$ cat src/rtl/mapper_pkg.sv
package mapper_pkg;
   typedef enum logic {
      MIR_VERT = 1'b0,
      MIR_HORZ = 1'b1
   } mirror_t;

   typedef enum logic {
      PRG_32K = 1'b0,
      PRG_16K = 1'b1
   } prg_mode_t;
endpackage

$ cat src/rtl/aml_addr_latch.sv
module aml_addr_latch #(
   parameter int LATCH_W = 12,
   parameter int SLICE_W = 6
) (
   input  logic               clk,
   input  logic               rst_n,
   input  logic               cap_en,
   input  logic [LATCH_W-1:0] addr_in,
   output logic [LATCH_W-1:0] q
);
   localparam int NUM_SLICES = LATCH_W / SLICE_W;

   generate
      if (LATCH_W % SLICE_W != 0) begin : g_bad_slice
         $error("LATCH_W must be a multiple of SLICE_W");
      end
   endgenerate

   genvar s;
   generate
      for (s = 0; s < NUM_SLICES; s++) begin : g_slice
         logic [SLICE_W-1:0] slice_q;
         always_ff @(posedge clk) begin
            if (!rst_n)
               slice_q <= '0;
            else if (cap_en)
               slice_q <= addr_in[s*SLICE_W +: SLICE_W];
         end
         assign q[s*SLICE_W +: SLICE_W] = slice_q;
      end
   endgenerate

   AST_CAPTURE_ADDR: assert property (@(posedge clk) disable iff (!rst_n)
      cap_en |=> q == $past(addr_in));
   AST_HOLD_IDLE: assert property (@(posedge clk) disable iff (!rst_n)
      !cap_en |=> $stable(q));
endmodule

$ cat src/rtl/aml_prg_window.sv
module aml_prg_window
   import mapper_pkg::*;
#(
   parameter int BANK_W     = 5,
   parameter bit ENABLE_16K = 1'b1
) (
   input  logic [BANK_W-1:0] bank,
   input  prg_mode_t         mode,
   input  logic              half,
   input  logic              cpu_a14,
   output logic [BANK_W:0]   prg_hi
);
   logic a14_out;

   generate
      if (ENABLE_16K) begin : g_dual_mode
         always_comb begin
            unique case (mode)
               PRG_16K: a14_out = half;
               default: a14_out = cpu_a14;
            endcase
         end
      end else begin : g_fixed_32k
         logic unused_ctl;
         assign unused_ctl = ^{mode, half};
         assign a14_out = cpu_a14;
      end
   endgenerate

   assign prg_hi = {bank, a14_out};
endmodule

$ cat src/rtl/aml_nt_mirror.sv
module aml_nt_mirror
   import mapper_pkg::*;
(
   input  mirror_t mirror,
   input  logic    ppu_a10,
   input  logic    ppu_a11,
   output logic    ciram_a10
);
   always_comb begin
      unique case (mirror)
         MIR_HORZ: ciram_a10 = ppu_a11;
         default:  ciram_a10 = ppu_a10;
      endcase
   end
endmodule

$ cat src/rtl/aml_chr_gate.sv
module aml_chr_gate (
   input  logic protect,
   input  logic we_n_in,
   output logic we_n_out
);
   assign we_n_out = we_n_in | protect;
endmodule

$ cat src/rtl/addr_bank_mapper.sv
module addr_bank_mapper
   import mapper_pkg::*;
#(
   parameter int CPU_AW     = 16,
   parameter int PPU_AW     = 14,
   parameter int LATCH_W    = 12,
   parameter int SLICE_W    = 6,
   parameter int BANK_W     = 5,
   parameter int BANK_LSB   = 3,
   parameter int MODE_BIT   = 0,
   parameter int HALF_BIT   = 1,
   parameter int WP_BIT     = 2,
   parameter int ROMSEL_BIT = 8,
   parameter int MIRROR_BIT = 9,
   parameter bit ENABLE_16K = 1'b1
) (
   input  logic              clk,
   input  logic              rst_n,
   input  logic [CPU_AW-1:0] cpu_addr,
   input  logic              cpu_rw,
   input  logic              cpu_stb,
   input  logic [PPU_AW-1:0] ppu_addr,
   input  logic              ppu_we_n,
   output logic [BANK_W:0]   prg_addr_hi,
   output logic              rom_sel,
   output logic              ciram_a10,
   output logic              chr_we_n
);
   localparam int BANK_MSB = BANK_LSB + BANK_W - 1;
   localparam int WIN_BIT  = CPU_AW - 1;
   localparam int A14_BIT  = CPU_AW - 2;

   generate
      if (BANK_MSB >= LATCH_W || MIRROR_BIT >= LATCH_W || ROMSEL_BIT >= LATCH_W)
      begin : g_bad_field
         $error("field positions exceed latch width");
      end
      if (LATCH_W > A14_BIT) begin : g_bad_width
         $error("latch overlaps decoded address lines");
      end
      if (PPU_AW < 12) begin : g_bad_ppu
         $error("PPU address too narrow for mirroring");
      end
   endgenerate

   logic               wr_cycle;
   logic [LATCH_W-1:0] ctl;
   prg_mode_t          mode;
   mirror_t            mirror;

   assign wr_cycle = cpu_stb && !cpu_rw && cpu_addr[WIN_BIT];

   aml_addr_latch #(.LATCH_W(LATCH_W), .SLICE_W(SLICE_W)) u_latch (
      .clk     (clk),
      .rst_n   (rst_n),
      .cap_en  (wr_cycle),
      .addr_in (cpu_addr[LATCH_W-1:0]),
      .q       (ctl)
   );

   assign mode   = prg_mode_t'(ctl[MODE_BIT]);
   assign mirror = mirror_t'(ctl[MIRROR_BIT]);

   aml_prg_window #(.BANK_W(BANK_W), .ENABLE_16K(ENABLE_16K)) u_prg (
      .bank    (ctl[BANK_MSB:BANK_LSB]),
      .mode    (mode),
      .half    (ctl[HALF_BIT]),
      .cpu_a14 (cpu_addr[A14_BIT]),
      .prg_hi  (prg_addr_hi)
   );

   assign rom_sel = ctl[ROMSEL_BIT];

   aml_nt_mirror u_mir (
      .mirror    (mirror),
      .ppu_a10   (ppu_addr[10]),
      .ppu_a11   (ppu_addr[11]),
      .ciram_a10 (ciram_a10)
   );

   aml_chr_gate u_chr (
      .protect  (ctl[WP_BIT]),
      .we_n_in  (ppu_we_n),
      .we_n_out (chr_we_n)
   );

   logic unused_lines;
   assign unused_lines = ^{cpu_addr, ppu_addr, ctl};

   AST_RESET_CLEAR: assert property (@(posedge clk)
      !rst_n |=> (prg_addr_hi[BANK_W:1] == '0 && !rom_sel));
   AST_A14_32K: assert property (@(posedge clk) disable iff (!rst_n)
      (mode == PRG_32K) |-> prg_addr_hi[0] == cpu_addr[A14_BIT]);
   AST_A14_16K_PINNED: assert property (@(posedge clk) disable iff (!rst_n)
      (ENABLE_16K && mode == PRG_16K && $stable(ctl)) |-> $stable(prg_addr_hi));
   AST_CHR_PROTECT: assert property (@(posedge clk) disable iff (!rst_n)
      ctl[WP_BIT] |-> chr_we_n);
   AST_MIRROR_SRC: assert property (@(posedge clk) disable iff (!rst_n)
      ciram_a10 == (mirror == MIR_HORZ ? ppu_addr[11] : ppu_addr[10]));
endmodule

$ cat config.mk
export PLATFORM = sky130hd
export DESIGN_NAME = addr_bank_mapper
export DESIGN_NICKNAME = d
export VERILOG_FILES = /design/src/rtl/mapper_pkg.sv /design/src/rtl/aml_addr_latch.sv /design/src/rtl/aml_prg_window.sv /design/src/rtl/aml_nt_mirror.sv /design/src/rtl/aml_chr_gate.sv /design/src/rtl/addr_bank_mapper.sv
export SDC_FILE = /design/constraint.sdc
export NUM_CORES = 1
export LEC_CHECK = 0
export CAP_MARGIN = 20
export CORE_MARGIN = 4
export CORE_UTILIZATION = 28
export CTS_CLUSTER_DIAMETER = 60
export CTS_CLUSTER_SIZE = 20
export DETAILED_ROUTE_END_ITERATION = 6
export HOLD_SLACK_MARGIN = 0.12
export PLACE_DENSITY = 0.87
export SLEW_MARGIN = 5
export SYNTH_ARGS = -nofsm -noshare
export SYNTH_HDL_FRONTEND = slang
export SYNTH_SLANG_ARGS = --single-unit
$ cat constraint.sdc
create_clock -name clk -period 1.03 [get_ports clk]
set_clock_uncertainty 0.05 [all_clocks]
set_input_delay 0.1545 -clock clk [delete_from_list [all_inputs] [get_ports clk]]
set_output_delay 0.1545 -clock clk [all_outputs]
set_load 0.1 [all_outputs]
**Word level (Yosys, flattened, before mapping)**

Index checks and enable logic that the tools add are counted.

- Word-level logic and storage cells: 8
- Register bits: 10
- Bits of input ports: 35
- Output and inout port bits: 9

- Multiplexer cells: 2
- Reductions and logical operators: 3
- Bitwise logic cells: 1

Operators with widths:

| cell | count |
|---|---|
| logical AND 1 bit | 2 |
| two-way mux 1 bit | 2 |
| zero test 1 bit | 1 |
| OR 1 bit | 1 |

**Depth between registers and ports, before layout**

- Word-level depth: 3
- Mapped depth: 3

**Hierarchy**

A second synthesis with hierarchy kept.

- Cell total of the unflattened synthesis: 48
- Area total of the unflattened synthesis: 540.5 um^2

Modules (own cells, without submodules):

| module | sequential area each (um^2) | area an instance (um^2) | cells each | times used |
|---|---|---|---|---|
| aml_addr_latch | 240.2 | 450.4 | 38 | 1 |
| aml_prg_window | 0.0 | 60.1 | 7 | 1 |
| aml_nt_mirror | 0.0 | 15.0 | 1 | 1 |
| addr_bank_mapper | 0.0 | 8.8 | 1 | 1 |
| aml_chr_gate | 0.0 | 6.3 | 1 | 1 |

**Least setup slack after synthesis**

Ideal clock, no wire load.

- Path kind: register -> register
- From: reg u_latch.g_slice[0].slice_q[3] (netlist name)
- To: reg u_latch.g_slice[0].slice_q[3]
- Stages on the path, launching flop included: 3
- Slack: -0.242 ns
- Path buffers: 0
- Data required time: 0.908 ns
- Arrival time: 1.150 ns
- Cell sequence: dfxtp_1 -> nand2_1 -> mux2i_1

RTL lines:

| element | RTL line | RTL |
|---|---|---|
| to (signal assigned) | aml_addr_latch.sv:27 | `slice_q <= addr_in[s*SLICE_W +: SLICE_W];` |
| to (decl) | aml_addr_latch.sv:22 | `logic [SLICE_W-1:0] slice_q;` |

**Worst setup path after layout**

- From: reg u_latch.g_slice[1].slice_q[3]
- To: out ciram_a10

- Cells in the longest elaborated chain, start to end: 1

Ends and longest elaborated chain:

| element | RTL line | RTL |
|---|---|---|
| from (decl) | aml_addr_latch.sv:22 |  |
| from (signal assigned) | aml_addr_latch.sv:27 |  |
| two-way mux 1 bit | aml_nt_mirror.sv:10 | `unique case (mirror)` |
| to (decl) | addr_bank_mapper.sv:26 | `output logic ciram_a10,` |

No other way between the ends.

==> results.yml <==
status:
  status: "finished with violations"
  violations_in_the_final_reports: "setup timing"
critical_path:
  crit_required_ns: 0.83
  cpMaxStageDelayCell: "dfxtp_2"
  setup.reg_to_reg.worst_slack_ns: 0.32
  reg2reg_to: "u_latch.g_slice[0].slice_q[0]"
  r2r-start: "u_latch.g_slice[0].slice_q[0]"
  critical_path.endpoint_type: "output port"
  timing.critical_path.fanout_max: 2
  startpoint_type: "flip-flop"
  ff2ff_path_depth: 3
  critical_path.top_delay_family: "flip-flops"
  cp_data_arrival_time_ns: 1.06
  worst-setup-path-type: "flip-flop to output port"
  timing.critical_path.buf_inv: 1
  crit_chain: "mux2_4, buf_12"
  critPathMaxStageDelay_ns: 0.33
floorplanning:
  design.core.area_mm2: 0.00151
  die_area_mm2: 0.00228
  die-height_um: 47.7
  initial_utilization: 0.293
  io-pin-count: 44
  placementRows: 14
  floorplan.die.width_um: 47.7
layout:
  num-nets-final: 115
  final_layout_size_suffix_gt1_frac: 0.372
  largest_register_ff_count: 10
  final_area_um2: 895
  biggestRegsByFlops: "u_latch.g_slice.slice_q: 10 flops"
  syn2layout_area_growth_pct: 103
  largest-register: "u_latch.g_slice.slice_q"
  antenna_cells: 0
drt:
  detailedRoute.firstIterationViolations: 2
  drt_first_pass_iters: 3
  postRouteAntennaNets: 0
  finalWirelength_um: 1040
  met1_routed_length_um: 347
  via_count: 414
  total_met2_wirelength_after_detailed_routing_um: 580
  met3RoutedLength_um: 114
  wire_per_inst_um: 11.1
  routed.top_layer: "met3"
  residual_drc: 0
  post_drt_via_cell_ratio: 4.40
logic_synthesis:
  synth.ff_latch_count: 10
  syn-num-nets: 83
  netlist.top_cell.by_area: "dfxtp_1"
  synth.most_common_cell: "nand2_1"
  post_synth_most_frequent_cells: "20 x nand2_1, 10 x dfxtp_1, 10 x mux2i_1, 2 x buf_2, 2 x mux2_2"
  synthesis.area_per_instance_um2: 9.20
  ys_seq_area_frac: 0.453
  dominantRegCellSynth: "dfxtp_1"
  synth_largest_type_area_fraction: 0.453
  netlist_area_um2: 442
  async_reset_ff_frac: 0
  synth_cells: 48
  synth_enable_flop_cells: 0
  yosysWarningCount: 0
  yosysUniqueCellTypes: 9
  synth_area_leaders: "dfxtp_1 45%, mux2i_1 23%, nand2_1 17%"
cts:
  clock_tree.root_cell: "clkbuf_4"
  cts_tree: "yes"
  clock_sinks: 10
  clk_pin_slew_ns: 0.06
  htree_num_levels: 1
  insertion_delay_ns: 0.24
  numCtsBuffers: 3
  ctsHoldBuffers: 0
  cts-root-to-sink-buffers: 2
min_path:
  hp-class: "primary input to flip-flop"
  hold_path_depth: 4
  hold_path_startpoint: "cpu_addr[15]"
  worstHoldEndpoint: "u_latch.g_slice[0].slice_q[3]"
place:
  buffer_ports.inserted: 27
  dp_worst_setup_slack_ns: -0.270
  placedInstanceArea_um2: 840
  finalWeightedCongestion: 0.615
  place.detailed.hpwl_um: 878
sta:
  min_period_ns: 1.26
  final_number_of_setup_violating_endpoints: 3
  slew_headroom: 0.904
  timing_max_transition_violations_final: 0
  min_period_over_period: 1.23
  final.hold.worst_slack_ns: 0.371
  timing_hold_violations_final: 0
  tightest_slew_ns: 0.140
  grt_setup_unrepaired: "yes"
  fmax_ghz: 0.792
  finalWorstSetupSlack_ns: -0.233
global_route:
  grt_util_all_layers: 0.104
  grt_antenna_before_repair: 0
  via_count_of_the_first_global_routing_pass: 405
  grt_remaining_overflow: 0
  grt_start_max_net_pins: 21
  wire_length_of_the_first_global_routing_pass_um: 1600
power:
  cellLeakagePower_nw: 0.387
  powerDensity_mw_per_mm2: 1100
  irDropWorstVdd_mv: 0.569
run:
  drv_cap: 0
-- where the power goes --
part           switching [W]  leakage, nW  internal (W)
Clock               0.000109       0.0138      0.000134
Sequential         0.0000119       0.0854      0.000403
Combinational       0.000168        0.288      0.000159
Total               0.000289        0.387      0.000695
-- placed cells by master (no fill, tap or decap) --
| cell | instances |
|---|---|
| buf_4 | 1 |
| mux2i_1 | 10 |
| dlymetal6s2s_1 | 3 |
| clkbuf_4 | 3 |
| buf_12 | 10 |
| dfxtp_1 | 1 |
| nand2_1 | 20 |
| mux2_4 | 2 |
| buf_6 | 2 |
| clkdlybuf4s50_1 | 14 |
| dfxtp_2 | 9 |
| or2_4 | 1 |
| and3b_2 | 1 |
| dlygate4sd2_1 | 1 |
-- cell families (layout without fill, tap and decap cells) --
| family | Yosys count | after routing | share of synthesized area |
|---|---|---|---|
| buffers and inverters | 4 | 34 | 0.0652 |
| DFF | 10 | 10 | 0.453 |
| muxes | 12 | 12 | 0.278 |
| and+or+nand+nor | 22 | 22 | 0.204 |
-- worst max path at each step --
stage                     slack (ns)                           from                       endpoint  cells after the start
after floorplan                0.002  u_latch.g_slice[0].slice_q[0]                 prg_addr_hi[0]                      2
after detailed placement       -0.27                        cpu_stb  u_latch.g_slice[0].slice_q[2]                      4
after CTS                      -0.24  u_latch.g_slice[0].slice_q[0]                 prg_addr_hi[0]                      2
final                          -0.23  u_latch.g_slice[1].slice_q[3]                      ciram_a10                      2
after global placement         -0.20                   cpu_addr[15]  u_latch.g_slice[1].slice_q[2]                      4
after global routing           -0.28  u_latch.g_slice[1].slice_q[3]                      ciram_a10                      2
-- through the flow --
step	TNS (ns)	instances	total power, W	util
after floorplan	0	48	0.000595	-
after global placement	-2.48	90	0.000743	0.557
after detailed placement	-2.87	90	0.000747	0.557
after CTS	-0.645	94	0.00100	0.586
after global routing	-0.718	94	0.00104	0.594
final	-0.597	94	0.000985	0.594
-- worst reg2reg max path: stages, from the launching register on --
cell and delay (ns):
dfxtp_2 0.32, buf_4 0.12, nand2_1 0.04, mux2i_1 0.06
-- metal layers --
metal / up-vias / GRT usage
li1: 213 / -
met3: 0 / 0.0338
met1: 187 / 0.0975
met5: - / 0
met2: 14 / 0.198
met4: 0 / 0.0484
-- layout make-up --
| cell class | instances | area, µm² |
|---|---|---|
| flip-flops and latches | 10 | 211 |
| multi-input cells | 34 | 224 |
| clock buffers | 3 | 22.5 |
| fillers | 118 | 612 |
| well taps | 16 | 20.0 |
| repair buffers | 31 | 417 |
-- timing repair --
item | CTS | global route
pin swaps | 1 | 1
buffers inserted | 1 | 0
cloned | 0 | 0
endpoints found under the setup margin | 4 | 10
resized for setup | 7 | 5
Note: power is estimated with default switching activity, not from simulation.
